`src/rtl/frac_pulse_scaler_pkg.sv`:
```
package frac_pulse_scaler_pkg;
    parameter int unsigned FPS_RM_DEFAULT = 10;
endpackage

```
`src/rtl/fps_adder.sv`:
```
module fps_adder #(
    parameter int unsigned RM = 10
) (
    input  logic [RM-1:0] a_i,
    input  logic [RM-1:0] b_i,
    output logic [RM-1:0] sum_o,
    output logic          carry_o
);
    localparam int unsigned SW = RM + 1;
    logic [SW-1:0] wide;

    always_comb begin
        wide    = {1'b0, a_i} + {1'b0, b_i};
        sum_o   = wide[RM-1:0];
        carry_o = wide[RM];
    end
endmodule

```
`src/rtl/fps_next.sv`:
```
module fps_next #(
    parameter int unsigned RM = 10
) (
    input  logic          rst_i,
    input  logic          ena_i,
    input  logic [RM-1:0] acc_q_i,
    input  logic [RM-1:0] sum_i,
    input  logic          carry_i,
    output logic [RM-1:0] acc_d_o,
    output logic          out_d_o
);
    always_comb begin
        acc_d_o = acc_q_i;
        out_d_o = 1'b0;
        if (rst_i) begin
            acc_d_o = '0;
            out_d_o = 1'b0;
        end else if (ena_i) begin
            acc_d_o = sum_i;
            out_d_o = carry_i;
        end
    end
endmodule

```
`src/rtl/frac_pulse_scaler.sv`:
```
module frac_pulse_scaler
    import frac_pulse_scaler_pkg::*;
#(
    parameter int unsigned RM = FPS_RM_DEFAULT
) (
    input  logic          clk,
    input  logic          rst,
    input  logic          ena,
    input  logic [RM-1:0] fcw,
    output logic          out
);
    typedef struct packed {
        logic [RM-1:0] acc;
        logic          pulse;
    } fps_state_t;

    fps_state_t st_d, st_q;
    logic [RM-1:0] sum_w;
    logic          carry_w;
    logic [RM-1:0] acc_d_w;
    logic          out_d_w;

    fps_adder #(.RM(RM)) u_add (
        .a_i     (st_q.acc),
        .b_i     (fcw),
        .sum_o   (sum_w),
        .carry_o (carry_w)
    );

    fps_next #(.RM(RM)) u_next (
        .rst_i   (rst),
        .ena_i   (ena),
        .acc_q_i (st_q.acc),
        .sum_i   (sum_w),
        .carry_i (carry_w),
        .acc_d_o (acc_d_w),
        .out_d_o (out_d_w)
    );

    always_comb begin
        st_d.acc   = acc_d_w;
        st_d.pulse = out_d_w;
    end

    always_ff @(posedge clk) begin
        st_q <= st_d;
    end

    assign out = st_q.pulse;

    AST_RESET_CLEARS: assert property (@(posedge clk)
        rst |=> (st_q.acc == '0 && !out));

    AST_IDLE_LOW: assert property (@(posedge clk) disable iff (rst)
        !ena |=> !out);

    AST_IDLE_HOLD: assert property (@(posedge clk) disable iff (rst)
        !ena |=> $stable(st_q.acc));

    AST_CARRY_ON_WRAP: assert property (@(posedge clk) disable iff (rst)
        ena |=> (out == (st_q.acc < $past(st_q.acc))));

    AST_FCW_LEGAL: assert property (@(posedge clk) disable iff (rst)
        ena |-> (fcw != '0));
endmodule

```
`config.mk`:
```
export PLATFORM = sky130hd
export DESIGN_NAME = frac_pulse_scaler
export DESIGN_NICKNAME = d
export VERILOG_FILES = /design/src/rtl/frac_pulse_scaler_pkg.sv /design/src/rtl/fps_adder.sv /design/src/rtl/fps_next.sv /design/src/rtl/frac_pulse_scaler.sv
export SDC_FILE = /design/constraint.sdc
export NUM_CORES = 1
export LEC_CHECK = 0
export ABC_AREA = 1
export BUFFER_PORTS_ARGS = -buffer_cell sky130_fd_sc_hd__buf_2
export CAP_MARGIN = 20
export CORE_ASPECT_RATIO = 1.25
export CORE_UTILIZATION = 58
export CTS_BUF_LIST = sky130_fd_sc_hd__clkbuf_8
export DETAILED_ROUTE_END_ITERATION = 7
export PLACE_DENSITY = 0.81
export SYNTH_ARGS = -nofsm -noshare
export SYNTH_HDL_FRONTEND = slang
export SYNTH_HIERARCHICAL = 1
export SYNTH_SLANG_ARGS = --single-unit
```
`constraint.sdc`:
```
create_clock -name clk -period 2.2 [get_ports clk]
set_input_delay 0.44 -clock clk [delete_from_list [all_inputs] [get_ports clk]]
set_output_delay 0.44 -clock clk [all_outputs]
set_load 0.02 [all_outputs]
```
# Word level (Yosys, flattened, before mapping)

Index checks and enable logic that the tools add are counted.

Bitwise operators: 1
Reduce and logical (&&, ||, !) cells: 1
Add/sub/neg operators: 1

Operators with widths:

| cell                                      | number |
|---|---|
| 10-bit by 10-bit adder with 11-bit output | 1 |
| 2-bit OR reduction                        | 1 |
| 1-bit inverter                            | 1 |

Input bits: 13
Logic and storage cells: 5
Bits in registers: 11
Output and inout bits: 1

# Logic depth before layout (Yosys ltp)

Word-level depth: 2
Depth in mapped cells: 13
Depth with buffers taken out: 13

# Modules after synthesis

Netlist, hierarchy kept.

By module, submodules not included:

| module            | area each (µm²) | cells an instance | seq. area each (µm²) | instances |
|---|---|---|---|---|
| fps_adder         | 494.2           | 89                | 0.0                  | 1 |
| fps_next          | 236.5           | 55                | 0.0                  | 1 |
| frac_pulse_scaler | 220.2           | 11                | 220.2                | 1 |

# Worst setup path after synthesis

OpenSTA, ideal clock, no wires.

Kind: input -> register
Start: input fcw[0]
End: register st_q[7] (netlist bit)
Library setup time: 62 ps
Stages: 12
Setup slack: 476 ps
Required time: 2138 ps
Buffers on the path: 0
Data arrival time: 1662 ps
Path through: ha_1 -> inv_1 -> fa_1 -> o21ai_2 -> nand2_1 -> nand2_1 -> nand2_1 -> nand2_1 -> inv_1 -> nand2_1 -> nand2_1 -> nor2_2

Word-level cells in the longest chain between the ends: 1

Ends and longest elaborated chain:

| element                                   | RTL line                | source |
|---|---|---|
| start: declaration                        | frac_pulse_scaler.sv:9  | `input logic [RM-1:0] fcw,` |
| 10-bit by 10-bit adder with 11-bit output | fps_adder.sv:13         | `wide = {1'b0, a_i} + {1'b0, b_i};` |
| named net sum_w[6]                        | frac_pulse_scaler.sv:18 | `logic [RM-1:0] sum_w;` |
| end signal: assignment                    | frac_pulse_scaler.sv:46 | `st_q <= st_d;` |
| end: declaration                          | frac_pulse_scaler.sv:17 | `fps_state_t st_d, st_q;` |

The timed path passes the listed nets, and every way through them passes these cells.
A chain may end at the register's enable or synchronous reset.

# Worst setup path after layout

Start: register st_q[1] (netlist bit)
End: register st_q[7] (netlist bit)

Word-level cells in the longest chain between the ends: 1

Ends and longest elaborated chain:

| element                                   | RTL line |
|---|---|
| 10-bit by 10-bit adder with 11-bit output | fps_adder.sv:13 |
| named net sum_w[6]                        | frac_pulse_scaler.sv:18 |

The timed path passes the listed nets, and every way through them passes these cells.

==> summary.txt <==
Outcome
  • Status: finished clean

Global route
  • Number of global-route vias before repair: 820
  • First-pass GRT wire length: 3100 um
  • GRT Util Overall: 24.7%
  • Largest net degree at the start of global routing: 22
  • Initial antenna violation count: 0
  • Grt total ovfl: 0

Clock network
  • Skew-Pair Late Insertion Delay: 0.24 ns
  • TritonCTS Buffers: 3
  • Setup Buffers After CTS: 0
  • Clock transition at the registers of the reported paths: 0.05 ns
  • Post-CTS sizing: 0
  • CTS Hold Bufs: 0
  • TritonCTS clock tree: done
  • Clock buffer depth: 2
  • CTS Sinks: 11
  • H-tree levels: 1
  • Clock root cell: clkbuf_8

Critical path
  • Critical Path Sink Type: flop
  • Largest delay share family, worst path: adder cells
  • Slowest cell delay on critical path: 0.42 ns
  • CP Max Fanout: 3
  • CP Cell Sequence: ha_1 -> inv_1 -> fa_1 -> o21ai_2 -> nand2_1 -> nand2_1 -> nand2_1 -> nand2_1 -> inv_1 -> nand2_1 -> nand2_1 -> nor2_2
  • Startpoint types: flop
  • CP arrival: 2.03 ns
  • Slowest CP cell: fa_1
  • Req. time, crit path: 2.38 ns
  • WP buf/inv: 2
  • Cell with the most instances on the worst path: nand2_1
  • Crit Path Class: reg2reg

STA
  • Crit share post-route: 83.8%
  • Rel. slew slack: 76.3%
  • Crit path time final: 1.84 ns
  • Final setup viols: 0
  • Pins Over Slew Limit: 0
  • Setup TNS: 0 ns
  • Unrepaired setup endpoints after global routing: false
  • Fmax: 542 MHz
  • Final worst setup slack: 0.356 ns
  • Fin. Hold Viols: 0
  • Clock Skews: 0.000528 ns
  • Worst Tran Pin Value: 0.355 ns

Routing
  • Vias: 906
  • Number of vias per cell: 4.82
  • DRT antenna net count: 0
  • DRC: 0
  • WL final: 1900 um
  • Metal-1 WL: 867 um
  • Routed len/inst: 10.1 um
  • Met3 WL post-DR: 65 um
  • Routed met2 length: 959 um
  • Highest metal used: met4
  • Initial drt markers: 25
  • Initial DRT Pass Iterations: 5

Pwr
  • Power Density: 652 nW/um2
  • Leak: 0.655 nW
  • Worst ir drop on vdd: 0.438 mV

Place
  • Hpwl dp: 1370 um
  • Pre-CTS WS: 0.257 ns
  • RePlAce Congestion: 0.883
  • IO Port Bufs: 13

Synth
  • Synthesized flop and latch total: 11
  • Mean post-synth cell area: 6.13 um2
  • Sequential share of the synthesized area: 23.2%
  • Post-Synthesis Cell Area: 951 um2
  • Yosys warning total: 6
  • Post-synth cell types: 19
  • Syn nets: 179
  • Syn Inst Count: 155

Die
  • Initial Util: 61.7%
  • Io pins: 14
  • Row count: 16
  • Die area: 1810 um2
  • Core ar.: 1540 um2
  • Die Width: 38.2 um
  • Die height: 47.3 um

Layout
  • Fillers: 137
  • Ant diodes: 0
  • Area growth from synthesis to layout: 11.6%
  • Net count, final: 195
  • Multi-input gate area: 607 um2
  • Share of layout cells above drive strength 1: 13.5%
  • Register area: 220 um2

Job
  • Max-cap viol count: 0

Worst hold path
  • Worst Hold Class: in2reg
-- registers in the layout, indices dropped and copies added, names as in the netlist --
| signal | count |
|---|---|
| out | 1 |
| st_q | 10 |
-- where the power goes --
group | switching, mW | internal (mW)
clock | 0.0777 | 0.123
sequential | 0.0117 | 0.221
combinational | 0.158 | 0.101
total | 0.247 | 0.445
-- per-layer routing --
layer  GRT usage (%)  up-vias
met1            27.1      382
met4            14.3        0
met2            44.1       24
met3            4.27        2
met5               0        -
li1                -      498
-- logic make-up after synthesis --
family                     after synthesis  share of synthesized area [%]
xor gates and xnor gates                 4                           3.68
DFF                                     11                           23.2
and+or+nand+nor                         91                           38.8
buffers and inverters                   29                           13.0
adders and majority gates               11                           15.3
AOI/OAI and AO/OA                        9                           6.05
-- cell usage after synthesis --
master     n  area share [%]
fa_1       1             2.1
o21ai_2    1            0.92
xnor2_1    1            0.92
nor2_1    21             8.3
ha_1      10              13
nand3_1    7             3.7
nand4_1    1            0.66
inv_1     26              10
o21bai_1   2             1.6
buf_6      2             2.4
nor3_1     1            0.53
nor2_2     6             3.9
a21o_1     1            0.79
clkinv_1   1            0.39
dfxtp_1   11              23
a21oi_1    4             2.1
nand2_1   55              22
xor2_1     3             2.8
a31oi_1    1            0.66
-- cell type report --
cell class / count / area share (%)
multi-input combinational: 115 / 57.2
sequential: 11 / 20.8
inverter: 27 / 9.55
timing repair buffer: 13 / 6.13
clock buffer: 3 / 3.89
tap: 18 / 2.12
clock inverter: 1 / 0.354
-- cells in the final DEF (no fill, tap or decap), types with 2 or more instances in the layout --
cell type,instances
nand2_1,55
inv_1,27
nor2_1,21
buf_2,13
dfxtp_1,11
ha_1,10
nand3_1,7
nor2_2,6
a21oi_1,4
clkbuf_8,3
xor2_1,3
o21bai_1,2
-- final timing paths --
kind / depth (start not counted) / startpoint / slack (ns) / end
setup / recovery: 12 / st_q[1]$_DFF_P_ / 0.36 / st_q[7]$_DFF_P_
hold / removal: 2 / rst / 0.37 / out$_DFF_P_
setup reg to reg: 12 / st_q[1]$_DFF_P_ / 0.36 / st_q[7]$_DFF_P_
hold reg to reg: 2 / st_q[1]$_DFF_P_ / 0.47 / st_q[1]$_DFF_P_
-- stage by stage --
step / std cells / hold WS [ns] / cell area [um2] / util, % / power, mW
4_1_cts: 188 / 0.365 / 1060 / 68.8 / 0.699
3_3_place_gp: 184 / 0.469 / 1020 / 65.9 / 0.482
3_5_place_dp: 184 / 0.470 / 1020 / 65.9 / 0.488
6_report: 188 / 0.370 / 1060 / 68.8 / 0.692
5_1_grt: 188 / 0.375 / 1060 / 68.8 / 0.753
2_1_floorplan: 155 / 0.455 / 951 / - / 0.443
Note: power is estimated with default switching activity, not from simulation.
